==> config.mk <==
export PLATFORM = sky130hd
export DESIGN_NAME = upcount_timer
export DESIGN_NICKNAME = d
export VERILOG_FILES = /design/src/rtl/upcount_timer.sv
export SDC_FILE = /design/constraint.sdc
export NUM_CORES = 1
export LEC_CHECK = 0
export BUFFER_PORTS_ARGS = -buffer_cell sky130_fd_sc_hd__buf_4
export CORE_UTILIZATION = 35
export CTS_CLUSTER_SIZE = 24
export DETAILED_ROUTE_END_ITERATION = 8
export GPL_ROUTABILITY_DRIVEN = 0
export MAX_ROUTING_LAYER = met4
export PLACE_DENSITY_LB_ADDON = 0.08
export SLEW_MARGIN = 15
export SYNTH_ARGS = -nofsm -noshare
export SYNTH_HDL_FRONTEND = slang
export SYNTH_SLANG_ARGS = --single-unit
==> constraint.sdc <==
create_clock -name clk -period 2.8 [get_ports clk]
set_input_delay 0.56 -clock clk [delete_from_list [all_inputs] [get_ports clk]]
set_output_delay 0.56 -clock clk [all_outputs]
set_load 0.005 [all_outputs]
==> src/rtl/upcount_timer.sv <==
module upcount_timer #(
  parameter int CW = 16,
  parameter int RW = 8
) (
  input  logic          clk,
  input  logic          rst_n,
  input  logic          wr_en,
  input  logic [2:0]    wr_addr,
  input  logic [CW-1:0] wr_data,
  output logic [CW-1:0] cnt_o,
  output logic          upd_pulse,
  output logic          upd_flag,
  output logic          irq_req
);
  localparam logic [2:0] A_CTRL = 3'd0, A_PSC = 3'd1, A_ARR = 3'd2,
                         A_REP  = 3'd3, A_GEN = 3'd4, A_STAT = 3'd5;

  logic          run, hold_upd, quiet_ug, arr_buf, irq_en;
  logic [CW-1:0] psc_pre, psc_sh, psc_cnt, arr_pre, arr_sh, cnt;
  logic [RW-1:0] rep_pre, rep_cnt;

  logic wr_ctrl, wr_psc, wr_arr, wr_rep, wr_stat;
  logic ug, tick, wrap, uev, flag_set;

  assign wr_ctrl  = wr_en && wr_addr == A_CTRL;
  assign wr_psc   = wr_en && wr_addr == A_PSC;
  assign wr_arr   = wr_en && wr_addr == A_ARR;
  assign wr_rep   = wr_en && wr_addr == A_REP;
  assign wr_stat  = wr_en && wr_addr == A_STAT;
  assign ug       = wr_en && wr_addr == A_GEN && wr_data[0];

  assign tick     = run && psc_cnt == psc_sh;
  assign wrap     = tick && cnt == arr_sh;
  assign uev      = !hold_upd && (ug || (wrap && rep_cnt == '0));
  assign flag_set = uev && !(ug && quiet_ug);

  always_ff @(posedge clk) begin
    if (!rst_n) begin
      {irq_en, arr_buf, quiet_ug, hold_upd, run} <= '0;
      psc_pre <= '0;
      arr_pre <= '1;
      rep_pre <= '0;
    end else begin
      if (wr_ctrl) {irq_en, arr_buf, quiet_ug, hold_upd, run} <= wr_data[4:0];
      if (wr_psc)  psc_pre <= wr_data;
      if (wr_arr)  arr_pre <= wr_data;
      if (wr_rep)  rep_pre <= wr_data[RW-1:0];
    end
  end

  always_ff @(posedge clk) begin
    if (!rst_n) begin
      psc_sh  <= '0;
      arr_sh  <= '1;
      rep_cnt <= '0;
    end else begin
      if (uev) begin
        psc_sh  <= psc_pre;
        arr_sh  <= arr_pre;
        rep_cnt <= rep_pre;
      end else if (wrap && rep_cnt != '0) begin
        rep_cnt <= rep_cnt - 1'b1;
      end
      if (wr_arr && !arr_buf) arr_sh <= wr_data;
    end
  end

  always_ff @(posedge clk) begin
    if (!rst_n) begin
      cnt     <= '0;
      psc_cnt <= '0;
    end else if (ug) begin
      cnt     <= '0;
      psc_cnt <= '0;
    end else if (run) begin
      psc_cnt <= tick ? '0 : psc_cnt + 1'b1;
      if (wrap)      cnt <= '0;
      else if (tick) cnt <= cnt + 1'b1;
    end
  end

  always_ff @(posedge clk) begin
    if (!rst_n) begin
      upd_pulse <= 1'b0;
      upd_flag  <= 1'b0;
    end else begin
      upd_pulse <= uev;
      if (flag_set)                  upd_flag <= 1'b1;
      else if (wr_stat && !wr_data[0]) upd_flag <= 1'b0;
    end
  end

  assign cnt_o   = cnt;
  assign irq_req = upd_flag && irq_en;
endmodule

==> metrics, run 1 <==
DP Wirelength=10,400 um; Post-CTS Setup Inserts=0; Logic pwr share=0.047; endpoint type of the worst setup path=register; Slowest-stage cell, CP=or4_1; Post-Route WL=15,200 um; Final Util=0.432; startpoint types=register; Cell Count, Final, Fillers Out=926; initial antenna violation count=0; EDFF count, synth=0; CTS resizes=0; largest net degree at the start of global routing=43; reg-to-reg critical path startpoint=psc_cnt[15]; PwrDens=639 nW/um^2; Via density=5.23; Synth warnings=0; first-pass GRT wire length=24,600 um; Crit Reg-Reg Endpoint=rep_cnt[1]; fmax=0.390 GHz; cells taking the most area after synthesis=dfxtp_1, nand2_1, nand3_1; critical hold path startpoint=wr_data[10]; Mapped Nets=700; first-pass iteration count of the detailed router=4; Clock transition at path regs=0.06 ns; core footprint=15,300 sq um; # Max-Cap Violations=0; WP data arrival=2.90 ns; total gr overflow=0; Worst-Margin Slew=0.627 ns; worst r2r path cells=6; min Tclk post-route=2.56 ns; RSZ-0062 raised after global routing=no; # diodes=0; Chip Height=128 um; Routed Antenna Nets=0; Max IR drop VDD=0.424 mV; share of Yosys cell area claimed by the top area cell type=0.432; CTS tree=done; Mapped Cells=675; Initial Util=0.360; Die W=128 um; Synth area leader=dfxtp_1; outcome=finished, final reports clean; htree depth=4; Req. time, crit path=3.14 ns; CTS sink cnt=119; detailed-route via count=4,841; routed len/inst=16.4 um; Sw Share=0.212; FF-to-FF setup slack=0.24 ns; count of final setup violators=0; Slew Viols, Final=0; cts bufs inserted=17; register area share after synthesis=0.432; critical path class=reg2reg; internal power=0.00333 W; total placed cells including tap cells=894; Post-Syn Area=5510 sq um; root buffer cell=clkbuf_16; pre-CTS setup slack=0.229 ns; commonest non-fill, non-tap cell in the layout=dfxtp_1; Rows=45; TNS Setup=0 ns; Primary FF master, synth=dfxtp_1; DR DRC count=0; Hold WC Path Type=in2reg; Nets=727; full die area=16,300 sq um; worst path cell trace=xor2_1 -> or3_1 -> or4_1 -> nor4_2 -> mux2_2 -> o22ai_1; gr usage total=0.203; Clock Path Buffers=2; Max-slew headroom=0.581; Worst Hold Path Cells=3; P_leak=2.47 nW; IO Port Bufs=40; period utilization=0.915; vias in the first global route=4,603; clk_skew=0.0108 ns; IO Pins=41; DRT iter0 DRCs=311; clock share of power=0.540; worst hold endpoint=arr_pre[10]; flops & latches, synth=119; Final WS setup=0.238 ns; final hold violations=0; Seq pwr share=0.413; Synth cell types=49; Syn Area/Cell=8.17 sq um; fillers=1,543; Syn-to-layout area delta=20.1%; async set or reset register ratio after synthesis=0; critical path fanouts, max=5; max incr delay on CP=0.58 ns; cts hold-fix bufs=0; worst-skew pair later-pin latency=0.41 ns; most frequent cells in the layout=dfxtp_1, nand2_1, nand3_1; net switching power=0.000897 W; share of layout cells above drive strength 1=0.137
[worst max-delay path by stage]
stage	start	end	slack [ns]	cells after the start
after detailed placement	psc_cnt[8]	rep_cnt[1]	0.23	6
final	psc_cnt[15]	rep_cnt[1]	0.24	6
after global routing	psc_cnt[3]	rep_cnt[1]	0.05	6
after floorplan	psc_cnt[8]	rep_cnt[1]	0.44	8
after CTS	psc_cnt[15]	rep_cnt[1]	0.21	6
after global placement	psc_cnt[8]	rep_cnt[1]	0.31	6
[cell type report]
type / count / area [sq um] / share of cell area
Sequential cell: 119 / 2380 / 0.360
Clock inverter: 8 / 145 / 0.0219
Tap cell: 211 / 264 / 0.0399
Timing Repair Buffer: 58 / 448 / 0.0676
Clock buffer: 24 / 472 / 0.0712
Inverter: 7 / 26.3 / 0.00397
Multi-Input combinational cell: 499 / 2890 / 0.436
[synth_stat cells, types with 3 or more instances]
library cell / n
xnor2_1: 36
or2_2: 4
a31oi_1: 16
a211oi_1: 5
mux2i_1: 4
o211ai_1: 32
nand2_1: 105
and2_1: 3
nand2b_1: 4
buf_6: 4
nor4_1: 23
or3_1: 3
clkbuf_1: 36
inv_1: 5
nand4_1: 13
nand3b_1: 4
buf_2: 8
nor3_1: 7
xor2_1: 31
ha_1: 3
nor2_1: 63
dfxtp_1: 119
and3_1: 3
nand3_1: 65
a21oi_1: 50
[per-layer routing]
metal,vias up,track usage,routed length [um]
met3,13,0.0482,587
met5,-,-,0
li1,2404,-,-
met4,0,0.0553,156
met2,99,0.310,6870
met1,2325,0.268,7570
[registers in the layout (all words and copies together), names as in the netlist]
register / count
upd_pulse: 1
psc_cnt: 16
psc_sh: 16
quiet_ug: 1
cnt_o: 16
rep_cnt: 8
arr_buf: 1
hold_upd: 1
run: 1
psc_pre: 16
arr_pre: 16
upd_flag: 1
rep_pre: 8
arr_sh: 16
irq_en: 1
[cells by family (layout without fill, tap and decap cells)]
kind of cell | Yosys count | in the layout | synth area share
buffers and inverters | 57 | 97 | 0.0461
flip-flops | 119 | 119 | 0.432
AND/OR/NAND/NOR | 309 | 309 | 0.268
adder cells (fa/ha/maj) | 3 | 3 | 0.00681
XOR/XNOR | 67 | 67 | 0.106
AO/OA/AOI/OAI | 114 | 114 | 0.130
multiplexers | 6 | 6 | 0.0113
[power by group through the flow]
stage	sequential, W	combinational [W]	clock, W
CTS	0.00175	0.000203	0.00231
detailed placement	0.00178	0.000202	0
global placement	0.00178	0.000201	0
global route	0.00175	0.000223	0.00241
finish	0.00175	0.000201	0.00228
floorplan	0.00177	0.000121	0
[stage by stage]
| stage | total power (W) | area [sq um] | hold WS (ns) |
|---|---|---|---|
| floorplan | 0.00190 | 5510 | 0.436 |
| global placement | 0.00198 | 6010 | 0.444 |
| detailed placement | 0.00198 | 6010 | 0.448 |
| CTS | 0.00426 | 6620 | 0.369 |
| global route | 0.00438 | 6620 | 0.377 |
| finish | 0.00423 | 6620 | 0.384 |
[worst max-delay path, delay by kind of cell, from the launching register on]
kind | cells | cell delay (ns)
DFF | 1 | 0.33
and+or+nand+nor | 3 | 1.45
AOI/OAI and AO/OA | 1 | 0.15
muxes | 1 | 0.39
xor gates and xnor gates | 1 | 0.17
Note: power is estimated with default switching activity, not from simulation.
==> run 2, diff against run 1 <==
--- a/config.mk
+++ b/config.mk
@@ -10,8 +10,10 @@
 export CTS_CLUSTER_SIZE = 24
 export DETAILED_ROUTE_END_ITERATION = 8
 export GPL_ROUTABILITY_DRIVEN = 0
+export GPL_TIMING_DRIVEN = 0
 export MAX_ROUTING_LAYER = met4
 export PLACE_DENSITY_LB_ADDON = 0.08
+export RECOVER_POWER = 100
 export SLEW_MARGIN = 15
 export SYNTH_ARGS = -nofsm -noshare
 export SYNTH_HDL_FRONTEND = slang
==> metrics, run 2 (synthesis gave the netlist of run 1 again) <==
outcome=finished, final reports clean; worst r2r path cells=8; clk_skew=0.00685 ns; period utilization=0.930; Clock Path Buffers=2; IO Pins=41; WP data arrival=2.91 ns; total gr overflow=0; worst path cell trace=buf_6 -> xor2_1 -> or3_1 -> or4_1 -> buf_2 -> nor4_2 -> a21boi_0 -> o311a_1; area of the multi-input gates=2900 sq um; RSZ-0062 raised after global routing=no; Syn-to-layout area delta=21.5%; routed len/inst=16.5 um; gr usage total=0.209; total placed cells including tap cells=922; Clock transition at path regs=0.06 ns; first-pass iteration count of the detailed router=5; CP Buf/Inv Count=2; FF-to-FF setup slack=0.20 ns; CP top delay family=simple AND/OR/NAND/NOR gates; max incr delay on CP=0.47 ns; critical hold path startpoint=wr_data[10]; commonest non-fill, non-tap cell in the layout=dfxtp_1; count of final setup violators=0; Routed Antenna Nets=0; fmax=0.384 GHz; Slowest-stage cell, CP=or4_1; vias in the first global route=4,715; detailed-route via count=4,943; startpoint types=register; worst hold endpoint=arr_pre[10]; # Max-Cap Violations=0; Final WS setup=0.196 ns; cell count along the critical path=8; TNS Setup=0 ns; critical path class=reg2reg; cts hold-fix bufs=0; Req. time, crit path=3.11 ns; Rows=45; Post-Route WL=15,700 um; cts bufs inserted=17; DP Wirelength=11,800 um; largest net degree at the start of global routing=17; min Tclk post-route=2.60 ns; endpoint type of the worst setup path=register; fillers=1,579; worst-skew pair later-pin latency=0.42 ns; core footprint=15,300 sq um; P_leak=2.46 nW; reg-to-reg critical path startpoint=psc_cnt[8]; Slew Viols, Final=0; Worst Hold Path Cells=3; Hold WC Path Type=in2reg; htree depth=4; Cell Count, Final, Fillers Out=953; full die area=16,300 sq um; Die W=128 um; Via density=5.19; power consumption=0.00418 W; share of layout cells above drive strength 1=0.139; Crit Reg-Reg Endpoint=rep_cnt[2]; CTS tree=done; IO Port Bufs=36; Chip Height=128 um; final hold violations=0; FF/Latch Area=2390 sq um; Nets=754; DR DRC count=0; Hold WS=0.381 ns; DRT iter0 DRCs=358; pre-CTS setup slack=-0.169 ns; most frequent cells in the layout=dfxtp_1, nand2_1, nand3_1; Initial Util=0.360; CTS sink cnt=119; initial antenna violation count=0; Worst-Margin Slew=1.02 ns; PwrDens=624 nW/um^2; # diodes=0; first-pass GRT wire length=25,000 um; Max-slew headroom=0.315; critical path fanouts, max=5; Max IR drop VDD=0.441 mV; root buffer cell=clkbuf_16
==> run 2: cell types whose count changed in the layout (fill, tap and decap cells not counted), sizes merged <==
cell,before,now
clkinv,3,5
buf,58,29
clkbuf,24,76
bufinv,4,3
clkinvlp,2,5
==> run 2: area by class of cell <==
class | instances | area share
clock inverter | 12 | 0.0226
timing repair buffer | 37 | 0.0433
clock buffer | 20 | 0.0682
sequential | 119 | 0.356
multi-input combinational | 499 | 0.433
tap | 211 | 0.0394
buffer | 48 | 0.0334
inverter | 7 | 0.00392
==> run 2: worst min-delay path: cells and delay by family <==
kind	cells	cell delay, ns
buffers and inverters	1	0.10
and+or+nand+nor	2	0.10
==> run 2: what timing repair did <==
item                       CTS  global route
buffers inserted             1             0
setup endpoints to repair   27            53
pin swaps                    1             0
gates resized for setup      1            13
==> run 2: through the flow <==
step	utilization	area, sq um
final	0.437	6700
after global routing	0.437	6700
after CTS	0.436	6670
after detailed placement	0.395	6050
after global placement	0.395	6050
after floorplan	-	5510
==> run 2: worst max path at each step <==
stage / from / end
5_1_grt: cnt_o[12] / rep_cnt[2]
4_1_cts: psc_cnt[10] / psc_sh[11]
3_3_place_gp: wr_data[0] / rep_cnt[6]
6_report: psc_cnt[8] / rep_cnt[2]
3_5_place_dp: wr_data[0] / rep_cnt[6]
2_1_floorplan: psc_cnt[8] / rep_cnt[1]
==> run 2: report_power, final <==
part	internal (W)	switching (W)
Combinational	0.0000689	0.000132
Sequential	0.00172	0.0000203
Clock	0.00144	0.000797
==> run 2: per-layer routing <==
metal | part of all wire | vias up | track usage | wire (um)
met2 | 0.44 | 85 | 0.302 | 6950
met4 | 0.0096 | 0 | 0.0567 | 150
met1 | 0.51 | 2383 | 0.286 | 7990
met3 | 0.038 | 10 | 0.0544 | 601
li1 | - | 2465 | - | -
met5 | 0 | - | - | 0
==> run 3, diff against run 2 <==
--- a/config.mk
+++ b/config.mk
@@ -14,7 +14,9 @@
 export MAX_ROUTING_LAYER = met4
 export PLACE_DENSITY_LB_ADDON = 0.08
 export RECOVER_POWER = 100
+export SETUP_SLACK_MARGIN = 0.5
 export SLEW_MARGIN = 15
 export SYNTH_ARGS = -nofsm -noshare
 export SYNTH_HDL_FRONTEND = slang
 export SYNTH_SLANG_ARGS = --single-unit
+export TNS_END_PERCENT = 50
==> metrics, run 3 (synthesis gave the netlist of run 1 again) <==
clk_skew=0.00648 ns; startpoint types=register; critical path class=reg2reg; DRT iter0 DRCs=316; Hold WC Path Type=in2reg; # diodes=0; routed len/inst=16.9 um; Metal-1 WL=8250 um; gr usage total=0.216; total placed cells including tap cells=922; Cell Count, Final, Fillers Out=979; area post-placement=6060 sq um; P_leak=2.71 nW; PwrDens=580 nW/um^2; initial antenna violation count=0; Seq pwr share=0.411; Chip Height=128 um; DP Wirelength=11,900 um; pre-CTS setup slack=-0.227 ns; Hold WS=0.377 ns; first-pass iteration count of the detailed router=6; largest net degree at the start of global routing=17; Clock transition at path regs=0.05 ns; Final WS setup=0.296 ns; share of layout cells above drive strength 1=0.221; Slew Viols, Final=0; net switching power=0.000916 W; Max-slew headroom=0.343; critical path fanouts, max=10; Final Instance Area=7320 sq um; TNS Setup=0 ns; most frequent cells in the layout=dfxtp_1, nand2_1, nand3_1; Post-Route WL=16,600 um; metal3 WL=614 um; commonest non-fill, non-tap cell in the layout=dfxtp_1; # Max-Cap Violations=0; endpoint type of the worst setup path=register; vias in the first global route=4,807; Worst-Margin Slew=0.977 ns; core footprint=15,300 sq um; outcome=finished, final reports clean; Max IR drop VDD=0.398 mV; cts bufs inserted=17; Syn-to-layout area delta=32.8%; detailed-route via count=5,156; Req. time, crit path=3.10 ns; count of final setup violators=0; cts hold-fix bufs=0; htree depth=4; IO Port Bufs=36; met2 WL post-DR=7460 um; DR DRC count=0; Clock Path Buffers=2; Routed Antenna Nets=0; final hold violations=0; Die W=128 um; total gr overflow=0; root buffer cell=clkbuf_16; fmax=0.399 GHz; Rows=45; worst-skew pair later-pin latency=0.42 ns; RSZ-0062 raised after global routing=yes; Nets=781; WP data arrival=2.80 ns; CTS tree=done; Initial Util=0.360; top sig layer=met4; clock share of power=0.537; min Tclk post-route=2.50 ns; Via density=5.27; Sw Share=0.216; Logic pwr share=0.052; IO Pins=41; full die area=16,300 sq um; internal power=0.00333 W; period utilization=0.894; first-pass GRT wire length=25,900 um; CTS sink cnt=119
-- run 3: cell types whose count changed in the layout (fill, tap and decap cells not counted), moves of 5 or more --
cell / delta
nor4_2: +10
nor4_1: -11
xnor2_2: +8
clkbuf_8: +5
a211oi_1: -5
xnor2_1: -9
a211oi_2: +5
buf_4: +21
a21oi_1: -7
-- run 3: layout make-up --
cell class	count	area (sq um)
plain buffers	50	314
clock buffers	23	508
clock inverters	8	118
fillers	1519	7990
inverters	7	26.3
multi-input cells	499	3180
flip-flops and latches	119	2400
well taps	211	264
repair buffers	62	519
-- run 3: repair_timing --
item | CTS | global route
pin swaps | 18 | 20
resized for setup | 68 | 37
gates cloned | 1 | 2
setup buffers | 12 | 11
setup endpoints to repair | 71 | 66
-- run 3: path summary, 6_finish.rpt --
path / start / endpoint / slack, ns / cells past startpoint
max: psc_cnt[8] / psc_cnt[8] / 0.30 / 11
min: wr_data[13] / arr_pre[13] / 0.38 / 3
max reg2reg: psc_cnt[8] / psc_cnt[8] / 0.30 / 11
min reg2reg: psc_pre[15] / psc_pre[15] / 0.46 / 2
-- run 3: per-layer routing --
layer  track usage  up-vias
li1              -     2528
met1         0.290     2489
met2         0.321      125
met3        0.0440       14
met4        0.0742        0
met5             -        -
-- run 3: stage by stage --
stage,power [W],util
after floorplan,0.00190,-
after global placement,0.00198,0.395
after detailed placement,0.00198,0.395
after CTS,0.00429,0.463
after global routing,0.00441,0.478
final,0.00425,0.478
-- run 3: worst max-delay path: stages (launching register included) --
cell and delay [ns]:
dfxtp_1 0.30, buf_6 0.11, buf_4 0.13, xnor2_2 0.11, nand3_1 0.10, or3_1 0.37
clkbuf_1 0.18, or2_2 0.31, clkbuf_1 0.17, nand3_1 0.24, clkbuf_2 0.29, nor2_1 0.08
-- run 3: power groups by stage --
stage               combinational, W  clock (W)  sequential (W)
CTS                         0.000216    0.00233         0.00174
global placement            0.000197          0         0.00178
detailed placement          0.000200          0         0.00178
global route                0.000243    0.00242         0.00175
finish                      0.000221    0.00228         0.00174
floorplan                   0.000122          0         0.00177
